## src/rtl/gsr_pkg.sv

```systemverilog
package gsr_pkg;
    typedef enum logic [1:0] {
        CMD_IDLE  = 2'd0,
        CMD_READ  = 2'd1,
        CMD_WRITE = 2'd2,
        CMD_OTHER = 2'd3
    } cmd_e;
endpackage

```

## src/rtl/gsr_col_xlate.sv

```systemverilog
module gsr_col_xlate
    import gsr_pkg::*;
#(
    parameter int COL_W   = 3,
    parameter int PAT_W   = 3,
    parameter int CHIP_ID = 0
) (
    input  cmd_e             cmd_i,
    input  logic [COL_W-1:0] col_i,
    input  logic [PAT_W-1:0] pat_i,
    output logic [COL_W-1:0] col_o
);
    localparam logic [PAT_W-1:0] ID = PAT_W'(CHIP_ID);

    logic             is_rw;
    logic [COL_W-1:0] flip;

    always_comb begin
        is_rw = (cmd_i == CMD_READ) || (cmd_i == CMD_WRITE);
        flip  = is_rw ? COL_W'(pat_i & ID) : '0;
        col_o = col_i ^ flip;
    end
endmodule

```

## src/rtl/gsr_chip.sv

```systemverilog
module gsr_chip
    import gsr_pkg::*;
#(
    parameter int DW      = 8,
    parameter int COL_W   = 3,
    parameter int PAT_W   = 3,
    parameter int CHIP_ID = 0
) (
    input  logic             clk,
    input  logic             rst_n,
    input  cmd_e             cmd_i,
    input  logic [COL_W-1:0] col_i,
    input  logic [PAT_W-1:0] pat_i,
    input  logic [DW-1:0]    wlane_i,
    output logic [DW-1:0]    rlane_o
);
    localparam int NCOL = 1 << COL_W;

    typedef struct packed {
        logic [NCOL-1:0][DW-1:0] mem;
        logic [DW-1:0]           rlane;
    } chip_st_t;

    chip_st_t         st_d, st_q;
    logic [COL_W-1:0] col_eff;

    gsr_col_xlate #(
        .COL_W  (COL_W),
        .PAT_W  (PAT_W),
        .CHIP_ID(CHIP_ID)
    ) u_xlate (
        .cmd_i(cmd_i),
        .col_i(col_i),
        .pat_i(pat_i),
        .col_o(col_eff)
    );

    always_comb begin
        st_d = st_q;
        if (cmd_i == CMD_WRITE) begin
            st_d.mem[col_eff] = wlane_i;
        end
        if (cmd_i == CMD_READ) begin
            st_d.rlane = st_q.mem[col_eff];
        end
    end

    always_ff @(posedge clk) begin
        if (!rst_n) begin
            st_q <= '0;
        end else begin
            st_q <= st_d;
        end
    end

    assign rlane_o = st_q.rlane;

    // pattern 0 leaves the broadcast column untouched
    assert_pat0_passthru_R2: assert property (@(posedge clk) disable iff (!rst_n)
        ((cmd_i == CMD_READ || cmd_i == CMD_WRITE) && pat_i == '0) |-> (col_eff == col_i));

    // the written lane appears at the translated column
    assert_write_lands_R4: assert property (@(posedge clk) disable iff (!rst_n)
        (cmd_i == CMD_WRITE) |=> (st_q.mem[$past(col_eff)] == $past(wlane_i)));

    // storage is stable unless written
    assert_nowrite_keeps_R8: assert property (@(posedge clk) disable iff (!rst_n)
        (cmd_i != CMD_WRITE) |=> $stable(st_q.mem));

    // the lane returns the element seen at the translated column
    assert_read_lane_R3: assert property (@(posedge clk) disable iff (!rst_n)
        (cmd_i == CMD_READ) |=> (rlane_o == $past(st_q.mem[col_eff])));
endmodule

```

## src/rtl/gsr_rank.sv

```systemverilog
module gsr_rank
    import gsr_pkg::*;
#(
    parameter int NCHIP = 8,
    parameter int DW    = 8,
    parameter int COL_W = 3
) (
    input  logic                     clk,
    input  logic                     rst_n,
    input  logic [1:0]               cmd_i,
    input  logic [COL_W-1:0]         col_i,
    input  logic [$clog2(NCHIP)-1:0] pat_i,
    input  logic [NCHIP*DW-1:0]      wdata_i,
    output logic [NCHIP*DW-1:0]      rdata_o,
    output logic                     rvalid_o
);
    localparam int PAT_W = $clog2(NCHIP);

    typedef struct packed {
        logic rvalid;
    } rank_st_t;

    rank_st_t st_d, st_q;
    cmd_e     cmd;

    assign cmd = cmd_e'(cmd_i);

    for (genvar k = 0; k < NCHIP; k++) begin : g_chip
        gsr_chip #(
            .DW     (DW),
            .COL_W  (COL_W),
            .PAT_W  (PAT_W),
            .CHIP_ID(k)
        ) u_chip (
            .clk    (clk),
            .rst_n  (rst_n),
            .cmd_i  (cmd),
            .col_i  (col_i),
            .pat_i  (pat_i),
            .wlane_i(wdata_i[k*DW +: DW]),
            .rlane_o(rdata_o[k*DW +: DW])
        );
    end

    always_comb begin
        st_d        = st_q;
        st_d.rvalid = (cmd == CMD_READ);
    end

    always_ff @(posedge clk) begin
        if (!rst_n) begin
            st_q <= '0;
        end else begin
            st_q <= st_d;
        end
    end

    assign rvalid_o = st_q.rvalid;

    // valid one cycle after a read
    assert_rvalid_after_read_R3: assert property (@(posedge clk) disable iff (!rst_n)
        (cmd == CMD_READ) |=> rvalid_o);

    // no valid and held data after non-read commands
    assert_hold_after_nonread_R7: assert property (@(posedge clk) disable iff (!rst_n)
        (cmd != CMD_READ) |=> (!rvalid_o && $stable(rdata_o)));
endmodule

```

## config.mk

```make
export PLATFORM = sky130hd
export DESIGN_NAME = gsr_rank
export DESIGN_NICKNAME = d
export VERILOG_FILES = /design/src/rtl/gsr_pkg.sv /design/src/rtl/gsr_col_xlate.sv /design/src/rtl/gsr_chip.sv /design/src/rtl/gsr_rank.sv
export SDC_FILE = /design/constraint.sdc
export NUM_CORES = 1
export LEC_CHECK = 0
export BUFFER_PORTS_ARGS = -buffer_cell sky130_fd_sc_hd__buf_2
export CORE_AREA = 3 3 346 348
export DETAILED_ROUTE_END_ITERATION = 16
export DIE_AREA = 0 0 349 351
export HOLD_SLACK_MARGIN = 0.12
export MAX_ROUTING_LAYER = met4
export SETUP_SLACK_MARGIN = 0.05
export SYNTH_ARGS = -nofsm -noshare
export SYNTH_HDL_FRONTEND = slang
export SYNTH_HIERARCHICAL = 1
export SYNTH_SLANG_ARGS = --single-unit
```

## constraint.sdc

```tcl
create_clock -name clk -period 3 [get_ports clk]
set_input_delay 0.15 -clock clk [delete_from_list [all_inputs] [get_ports clk]]
set_output_delay 0.15 -clock clk [all_outputs]
set_load 0.05 [all_outputs]
```

== Word level (Yosys, flattened, before mapping) ==
Cells that the tools add are included.

* Bitwise logic cells: 7
* Magnitude comparators: 16
* Multiplexer cells: 47
* Equal/unequal tests: 2
* Reductions and logical operators: 9

{| class="wikitable"
|+ Operators with widths
! kind !! number
|-
| 64-bit bitwise mux || 8
|-
| 8-bit binary-select mux with 3-bit select || 8
|-
| 8-bit demux with 3-bit select || 8
|-
| 8-bit 2-to-1 mux || 16
|-
| 3-bit by 4-bit less-than comparator with 1-bit output (second input constant) || 8
|-
| 3-bit by 1-bit >= comparator with 1-bit output (second input constant) || 8
|-
| 3-bit XOR || 7
|-
| 3-bit 2-to-1 mux || 4
|-
| 1-bit logical AND || 8
|-
| 2-bit 2-to-1 mux || 2
|-
| 2-bit by 1-bit == test with 1-bit output (second input constant) || 1
|-
| 2-bit == test (second input constant) || 1
|-
| 1-bit logical OR || 1
|-
| 1-bit 2-to-1 mux || 1
|}

* Output and inout port bits: 65
* Logic and storage cells: 154
* Input bits: 74
* Bits in registers: 577

== Longest topological paths before layout ==
Gate-level depths: netlist of run 1.

* Depth after elaboration: 9
* Depth in mapped cells: 8
* Depth with buffers taken out: 6

== Hierarchy ==
Netlist of run 1, hierarchy kept.

{| class="wikitable"
|+ Modules (own cells, without submodules)
! module !! area each (sq um) !! seq. area each (sq um) !! cells each !! instances
|-
| gsr_chip || 3593.4 || 1441.4 || 411 || 8
|-
| gsr_col_xlate at g_chip[3].u_chip.u_xlate ... || 41.3 || 0.0 || 6 || 3
|-
| gsr_col_xlate at g_chip[1].u_chip.u_xlate ... || 36.3 || 0.0 || 5 || 3
|-
| gsr_col_xlate at g_chip[7].u_chip.u_xlate || 46.3 || 0.0 || 7 || 1
|-
| gsr_rank || 28.8 || 20.0 || 2 || 1
|-
| gsr_col_xlate at g_chip[0].u_chip.u_xlate || 22.5 || 0.0 || 3 || 1
|}

== Worst setup path before layout of run 1 ==
Ideal clock, no wire load.

* Path type: in2reg
* From: input cmd_i[1]
* To: register g_chip[7].u_chip.st_q (netlist bit g_chip[7].u_chip/rlane_o[7])
* Stages: 8
* Buffers on the path: 2
* Path slack: 1.354 ns
* Data arrival time: 1.521 ns
* Data required time: 2.876 ns
* Setup time: 0.124 ns
* Cells stage by stage: xor2_1 > nand2_1 > xnor2_1 > buf_6 > buf_6 > mux2_2 > a2bb2oi_1 > a31oi_1

* Word-level cells in the longest chain between the ends: 6
* Elaborated cells between the ends (all ways): 7
* Those cells by class: eq/ne (2); mux (3); bitwise (1); reduce/logical (1)

{| class="wikitable"
|+ Ends and longest elaborated chain
! element !! RTL line !! text
|-
| start, declared || gsr_rank.sv:10 || <nowiki>input logic [1:0] cmd_i,</nowiki>
|-
| 2-bit by 1-bit == test with 1-bit output / 2-bit == test (equally long branches) || gsr_col_xlate.sv:19 || <nowiki>is_rw = (cmd_i == CMD_READ) || (cmd_i == CMD_WRITE);</nowiki>
|-
| 1-bit logical OR * || gsr_col_xlate.sv:19 ||
|-
| 3-bit 2-to-1 mux * || gsr_col_xlate.sv:20 || <nowiki>flip = is_rw ? COL_W'(pat_i & ID) : '0;</nowiki>
|-
| 3-bit XOR * || gsr_col_xlate.sv:21 || <nowiki>col_o = col_i ^ flip;</nowiki>
|-
| via g_chip[7].u_chip.col_eff[0] || gsr_chip.sv:25 || <nowiki>logic [COL_W-1:0] col_eff;</nowiki>
|-
| 8-bit binary-select mux with 3-bit select * || gsr_chip.sv:44 || <nowiki>st_d.rlane = st_q.mem[col_eff];</nowiki>
|-
| 8-bit 2-to-1 mux (implied by the code) * || gsr_chip.sv:44 ||
|-
| end signal, assigned || gsr_chip.sv:52 || <nowiki>st_q <= st_d;</nowiki>
|-
| end, declared || gsr_chip.sv:24 || <nowiki>chip_st_t st_d, st_q;</nowiki>
|}

The timed path passes the listed nets; every way through them passes the cells marked *. The select of a mux whose other input is x is not followed.
A chain may end at the register's enable or synchronous reset.

== Worst setup path in the final report of run 1 ==
* From: input cmd_i[1]
* To: register g_chip[3].u_chip/st_q[31] (netlist bit)

* Word-level cells in the longest chain between the ends: 9
* Elaborated cells between the ends (all ways): 11
* Those cells by class: order compare (2); eq/ne (2); mux (4); bitwise (1); reduce/logical (2)

{| class="wikitable"
|+ Ends and longest elaborated chain
! element !! RTL line !! text
|-
| 2-bit by 1-bit == test with 1-bit output / 2-bit == test (equally long branches) || gsr_col_xlate.sv:19 ||
|-
| 1-bit logical OR * || gsr_col_xlate.sv:19 ||
|-
| 2-bit 2-to-1 mux * || gsr_col_xlate.sv:20 ||
|-
| 3-bit XOR * || gsr_col_xlate.sv:21 ||
|-
| via g_chip[3].u_chip.col_eff[0] || gsr_chip.sv:25 ||
|-
| 3-bit by 4-bit less-than comparator with 1-bit output (implied by the code) / 3-bit by 1-bit >= comparator with 1-bit output (equally long branches) || gsr_chip.sv:41 || <nowiki>st_d.mem[col_eff] = wlane_i;</nowiki>
|-
| 1-bit logical AND (implied by the code) || gsr_chip.sv:41 ||
|-
| 8-bit 2-to-1 mux (implied by the code) || gsr_chip.sv:41 ||
|-
| 8-bit demux with 3-bit select * || -- ||
|-
| 64-bit bitwise mux * || gsr_chip.sv:41 ||
|-
| end signal, assigned || gsr_chip.sv:52 ||
|-
| end, declared || gsr_chip.sv:24 ||
|}

The timed path passes the listed nets; every way through them passes the cells marked *.

==> results of run 1 <==
[worst max path at each step]
stage	endpoint	slack, ns	depth (start not counted)
3_3_place_gp	g_chip[7].u_chip/st_q[18]	0.42	8
2_1_floorplan	g_chip[7].u_chip/rlane_o[7]	1.35	8
5_1_grt	g_chip[3].u_chip/st_q[31]	0.18	10
3_5_place_dp	g_chip[1].u_chip/st_q[26]	0.42	8
4_1_cts	g_chip[3].u_chip/st_q[31]	0.41	9
6_report	g_chip[3].u_chip/st_q[31]	0.28	9
[registers in the layout, indices dropped and copies added, names as in the netlist]
signal,cells
g_chip.u_chip/rlane_o,64
g_chip.u_chip/st_q,512
rvalid_o,1
[cell families (layout without fill, tap and decap cells)]
logic type | count (synthesis) | after routing | share of synthesized area (%)
DFF | 577 | 577 | 39.7
other | 0 | 9 | 0
xor gates and xnor gates | 19 | 19 | 0.572
AOI/OAI and AO/OA | 1280 | 1280 | 27.7
buffers and inverters | 468 | 446 | 8.98
muxes | 256 | 256 | 9.40
and+or+nand+nor | 733 | 733 | 13.6
[where the power goes]
| part | leakage [nW] | internal (mW) | switching, mW |
|---|---|---|---|
| registers | 4.67 | 7.83 | 0.0804 |
| logic | 5.33 | 0.750 | 1.68 |
| clock network | 1.24 | 5.50 | 3.63 |
| total | 11.2 | 14.1 | 5.39 |
[layer usage]
metal	global-route usage [%]	wire (µm)	up-vias
met3	3.20	6140	121
met2	21.2	38900	699
met1	20.1	42100	12047
met4	3.94	1760	0
li1	-	-	11792
met5	-	0	-
[layout by cell type, fill, tap and decap left out, drive strengths merged, types with 40 or more instances in the layout]
cell         Yosys  layout
o21ai          576     576
nand2           60      60
buf            244     240
clkbuf         224     108
nand3          528     528
mux2           136     136
mux2i          120     120
a31oi           64      64
dfxtp          577     577
o22a            40      40
a21oi           64      64
dlygate4sd3      0      69
a21boi         512     512
[layout make-up]
cell class	count	area [µm²]	area share, %
Clock inverter	29	318	0.955
Antenna cell	9	22.5	0.0677
Tap cell	1524	1910	5.73
Sequential cell	577	11600	34.7
Timing Repair Buffer	310	2290	6.88
Multi-Input combinational cell	2288	15000	45.0
Clock buffer	107	2210	6.64
[worst register-to-register path, cell delays in order (launching register included)]
cell,delay (ns)
sky130_fd_sc_hd__dfxtp_1,0.33
sky130_fd_sc_hd__o21ai_0,0.08
sky130_fd_sc_hd__a21boi_1,0.16
sky130_fd_sc_hd__dlygate4sd3_1,0.55
==> metrics.md, run 1 <==
| Metric | Value |
|---|---|
| Net count of the mapped netlist | 3,407 |
| Top cell by count, worst path | sky130_fd_sc_hd__dlygate4sd3_1 |
| Overall die height | 351 µm |
| Final cell utilization of the core | between 20% and 30% |
| Period utilization | 90.8% |
| Post-detail-place hpwl | about 53,000 µm |
| End of the worst hold path | rvalid_o |
| Root Buffer | sky130_fd_sc_hd__clkbuf_16 |
| Type of the setup path with the least slack | in2reg |
| Warnings, synthesis | 6 |
| Worst Clk Skew | approximately 0.021 ns |
| End of the worst register-to-register path | g_chip[3].u_chip/st_q[31] |
| Instance count along the most critical hold path | 2 |
| Detailed Route Iter0 Violations | about 2.1k |
| Worst slack at placement | 0.418 ns |
| # DRC | 0 |
| Net count, final | 3,326 |
| Most frequent cells after synthesis | sky130_fd_sc_hd__dfxtp_1, sky130_fd_sc_hd__nand3_1, sky130_fd_sc_hd__o21ai_0, sky130_fd_sc_hd__a21boi_0, sky130_fd_sc_hd__a21boi_1 |
| Final-report hold violation count | 0 |
| Number of max-capacitance violations reported | 0 |
| Hold path start | cmd_i[0] |
| Power density normalized to cell area | about 590 nW/µm² |
| Layout area overhead | 14.5% |
| Endpoint type of the worst setup path | flip-flop |
| Post-Route Hold Slack | about 0.2 ns |
| Critical path cell sequence | dlygate4sd3_1, buf_4, xor2_1, nand2_1, xnor2_2, nand3b_1, o21ai_0, a21boi_1, dlygate4sd3_1 |
| Combined area of all synthesized cells | 29,100 µm² |
| Vias in the first global route | approximately 23k |
| Final global-route overflow total | 0 |
| Antenna violations before repair | 13 |
| Horizontal die dimension | ~350 µm |
| Buffers from clock root to sink, at most | 3 |
| Top cell type by total area after synthesis | sky130_fd_sc_hd__dfxtp_1 |
| Global routing usage summed across all routing layers | approximately 15% |
| Routed vias | between 20k and 25k |
| Register clock-pin slew on the reported worst setup and hold paths | 0.05 ns |
| Sequential area share after synthesis | about two fifths |
| Port Buf Inserts | between 100 and 150 |
| Max Slew Vio Count | 0 |
| Worst-case register-to-register setup slack | 1.83 ns |
| Clock H-tree levels | 3 |
| Final min period | approximately 2.7 ns |
| Wire length per cell | 18.4 µm |
| Starting density of the core | 25.0% |
| Area after DPL | ~30,000 µm² |
| Final Wtd Congestion | between 0.7 and 0.8 |
| Setup TNS | 0 ns |
| Layout cell share with drive strength beyond 1 | between 15 and 20% |
| Startpoint types | input pin |
| Worst ir drop on vdd | 0.000367 V |
| Total Power Consumption | ~20 mW |
| Clock tree from TritonCTS | done |
| Slew at the pin closest to its max-slew limit | 0.849 ns |
| Largest net degree at the start of global routing | 117 |
| Number of cells in the finished layout apart from fillers | 4,844 |
| Detailed Route WL | ~89,000 µm |
| Worst setup slack after layout | between 0.2 and 0.3 ns |
| Required arrival time at the worst endpoint | 3.51 ns |
| Number of hold buffers added after cts | between 60 and 70 |
| Vias per Instance | approximately 5.1 |
| Outcome | complete, no violations |
| Number of distinct library cell variants in the gate-level netlist after synthesis | 33 |
| Startpoint of the most critical setup path | cmd_i[1] |
| Number of cells produced by synthesis | about 3.3k |
| R2R depth | 3 |
| Crit Path Max Fanout | 27 |
| Kind of cell adding the most delay to the critical path | buffers and inverters |
| Total I/O pin count | roughly 140 |
| Primary FF master, synth | sky130_fd_sc_hd__dfxtp_1 |
| Clock Latency Late Sink | ~0.63 ns |
| Post-synth EDFFs | 0 |
| Highest Clock Rate | between 300 and 400 MHz |
| Path class of the lowest-slack min-delay path | in2reg |
| Max incr delay on CP | approximately 0.64 ns |
| Average size of a mapped cell | about 8.7 µm² |
| Yosys reg bits | 577 |
| Area of the core | approximately 120,000 µm² |
| Total clock buffers created by CTS | 75 |
| First-pass iteration count of the detailed router | 5 |
| Most frequent cell after synthesis | sky130_fd_sc_hd__dfxtp_1 |
| Clock sink total | about 580 |
| Number of buffer and inverter stages on the critical path | 3 |
| Number of placed instances, taps included | 4,630 |
| Worst rel slew slack | roughly 43% |
| Wire length of the first global-routing pass | roughly 140,000 µm |
| Row count | ~130 |
| Area enclosed by the die boundary | around 120,000 µm² |
| Static leakage power | approximately 11 nW |
| Slowest cell on the critical path | sky130_fd_sc_hd__nand3b_1 |
| Critical path arrival | 3.24 ns |
| Top-area cell type share of the netlist area | 39.7% |
| Number of failing setup endpoints in the final timing report | 0 |
| Fill cell instance count of the final layout | 12.3k |
| Area of all placed cells without fillers | between 30,000 and 40,000 µm² |
| RSZ-0062 raised after global routing | false |
| Number of nets with antenna violations after routing | 0 |
| Count of cells resized by post-cts repair | 0 |
| Total setup buffers inserted after CTS | 0 |
| Critical register-to-register path startpoint | g_chip[3].u_chip/st_q[31] |
| Share of synthesized flip-flops with an asynchronous set or reset | 0% |
| Cells taking the most area after synthesis | sky130_fd_sc_hd__dfxtp_1, sky130_fd_sc_hd__nand3_1, sky130_fd_sc_hd__o21ai_0 |
Power figures use the tool's default switching activity.
==> inputs of run 2 (changes only) <==
==> constraint.sdc (replaced) <==
create_clock -name clk -period 2.7 [get_ports clk]
set_input_delay 0.135 -clock clk [delete_from_list [all_inputs] [get_ports clk]]
set_output_delay 0.135 -clock clk [all_outputs]
set_load 0.05 [all_outputs]
==> metrics.md, run 2 (synthesized netlist as in run 1, its figures left out) <==
| Metric | Value |
|---|---|
| Post-detail-place hpwl | between 50,000 and 60,000 µm |
| Worst Clk Skew | ~0.028 ns |
| Vias per Instance | between 5 and 6 |
| Largest net degree at the start of global routing | 90 |
| Post-Route Hold Slack | 0.204 ns |
| Outcome | complete, no violations |
| Wire length per cell | approximately 18 µm |
| Total setup buffers inserted after CTS | 0 |
| Horizontal die dimension | between 300 and 400 µm |
| Register clock-pin slew on the reported worst setup and hold paths | about 0.06 ns |
| Power density normalized to cell area | 643 nW/µm² |
| Wire length of the first global-routing pass | around 140,000 µm |
| Busiest metal layer after global routing | met2 |
| Met1 demand-to-capacity share in global routing | around 20% |
| Antenna violations before repair | 11 |
| Period utilization | 87.7% |
| # DRC | 0 |
| Final min period | roughly 2.4 ns |
| Clock tree from TritonCTS | done |
| Routed vias | between 20k and 25k |
| Starting density of the core | about a quarter |
| Row count | about 130 |
| Total clock buffers created by CTS | 73 |
| Number of max-capacitance violations reported | 0 |
| Buffers from clock root to sink, at most | 3 |
| Area enclosed by the die boundary | roughly 120,000 µm² |
| Area of all placed cells without fillers | 33,300 µm² |
| Static leakage power | approximately 11 nW |
| Layout cell share with drive strength beyond 1 | 17.3% |
| Critical path arrival | around 2.9 ns |
| Overall die height | about 350 µm |
| Area of the core | around 120,000 µm² |
| Path class of the lowest-slack min-delay path | in2reg |
| Vias in the first global route | 23.5k |
| Net count, final | 3,333 |
| Setup TNS | 0 ns |
| Final global-route overflow total | 0 |
| Met2 usage | between 20 and 25% |
| Worst rel slew slack | between 40% and 50% |
| Port Buf Inserts | 138 |
| Max Slew Vio Count | 0 |
| Highest Clock Rate | between 400 and 500 MHz |
| Detailed Route WL | 89,100 µm |
| Root Buffer | sky130_fd_sc_hd__clkbuf_16 |
| Global routing usage summed across all routing layers | 14.5% |
| Most flops, register | g_chip.u_chip/st_q |
| Fraction of met3 tracks used by global routing | between 2 and 3% |
| Max FFs per register | approximately 510 |
| Detailed Route Iter0 Violations | approximately 2.1k |
| RSZ-0062 raised after global routing | false |
| Endpoint type of the worst setup path | flip-flop |
| Number of failing setup endpoints in the final timing report | 0 |
| Clock H-tree levels | 3 |
| Startpoint types | input pin |
| Required arrival time at the worst endpoint | around 3.2 ns |
| Worst ir drop on vdd | about 0.00038 V |
| Commonest non-fill, non-tap cell in the layout | sky130_fd_sc_hd__dfxtp_1 |
| Area after DPL | approximately 30,000 µm² |
| Total I/O pin count | about 140 |
| First-pass iteration count of the detailed router | 5 |
| Final-report hold violation count | 0 |
| Number of nets with antenna violations after routing | 0 |
| Clock Latency Late Sink | approximately 0.64 ns |
| Crit Path Max Fanout | 22 |
| Clock sink total | about 580 |
| Highest-count cells in the layout ignoring fill and taps | sky130_fd_sc_hd__dfxtp_1, sky130_fd_sc_hd__nand3_1, sky130_fd_sc_hd__o21ai_0, sky130_fd_sc_hd__a21boi_0, sky130_fd_sc_hd__a21boi_1 |
| Layout area overhead | 14.5% |
| Slew at the pin closest to its max-slew limit | between 0.8 and 0.9 ns |
| Type of the setup path with the least slack | in2reg |
| Final Wtd Congestion | 0.793 |
==> run 2: changes by cell type in the layout (fill, tap and decap cells not counted), moves of 2 or more <==
cell,delta
sky130_fd_sc_hd__buf_4,+6
sky130_fd_sc_hd__clkinv_2,-4
sky130_fd_sc_hd__buf_12,+3
sky130_fd_sc_hd__inv_6,+3
sky130_fd_sc_hd__bufinv_16,-2
sky130_fd_sc_hd__clkbuf_16,-2
sky130_fd_sc_hd__clkbuf_8,+2
sky130_fd_sc_hd__clkinv_4,-2
sky130_fd_sc_hd__clkinvlp_4,+2
==> run 2: worst max-delay path, stage by stage <==
cell and delay [ns]:
sky130_fd_sc_hd__dlygate4sd3_1 0.52, sky130_fd_sc_hd__buf_4 0.34, sky130_fd_sc_hd__xor2_1 0.26, sky130_fd_sc_hd__nand2_1 0.12, sky130_fd_sc_hd__xnor2_2 0.36, sky130_fd_sc_hd__nand3_1 0.61, sky130_fd_sc_hd__o21ai_0 0.38, sky130_fd_sc_hd__a21boi_0 0.12
==> run 2: repair_timing <==
item / in CTS / in global routing
endpoints found under the hold margin: 525 / 0
gates resized for setup: 0 / 1
setup endpoints to repair: 0 / 2
hold buffers: 69 / 0
==> run 2: area by class of cell <==
class / count / area [µm²]
tap: 1524 / 1910
sequential: 577 / 11600
fill: 12330 / 83200
clock buffer: 106 / 2180
timing repair buffer: 319 / 2400
clock inverter: 25 / 250
antenna: 10 / 25.0
multi-input combinational: 2288 / 15000
==> run 2: per-layer routing <==
metal / share of wire [%] / vias up / wire length [µm]
met5: 0 / - / 0
met4: 1.9 / 0 / 1660
met3: 6.3 / 110 / 5610
met2: 44 / 632 / 39200
met1: 48 / 12076 / 42700
li1: - / 11810 / -
==> run 2: worst paths after layout <==
kind / from / endpoint / slack, ns / cells past startpoint
setup reg to reg: g_chip[1].u_chip/st_q[15] / g_chip[1].u_chip/rlane_o[7] / 1.63 / 3
hold / removal: pat_i[2] / g_chip[6].u_chip/rlane_o[3] / 0.20 / 6
setup / recovery: cmd_i[0] / g_chip[7].u_chip/st_q[39] / 0.33 / 8
hold reg to reg: g_chip[5].u_chip/st_q[41] / g_chip[5].u_chip/st_q[41] / 0.46 / 2
==> run 2: power by group <==
group,internal [mW],leakage (nW),switching [mW]
clock network,5.85,1.19,4.05
registers,8.70,4.67,0.0894
logic,0.850,5.38,1.87
==> run 2: stage by stage <==
step	cells	utilization (%)	worst slack, ns	power (mW)
3_3_place_gp	4639	25.9	0.316	11.6
5_1_grt	4847	28.6	0.153	22.2
2_1_floorplan	3333	-	1.07	10.9
6_report	4849	28.6	0.333	21.4
3_5_place_dp	4639	25.9	0.258	11.6
4_1_cts	4839	28.6	0.417	21.7
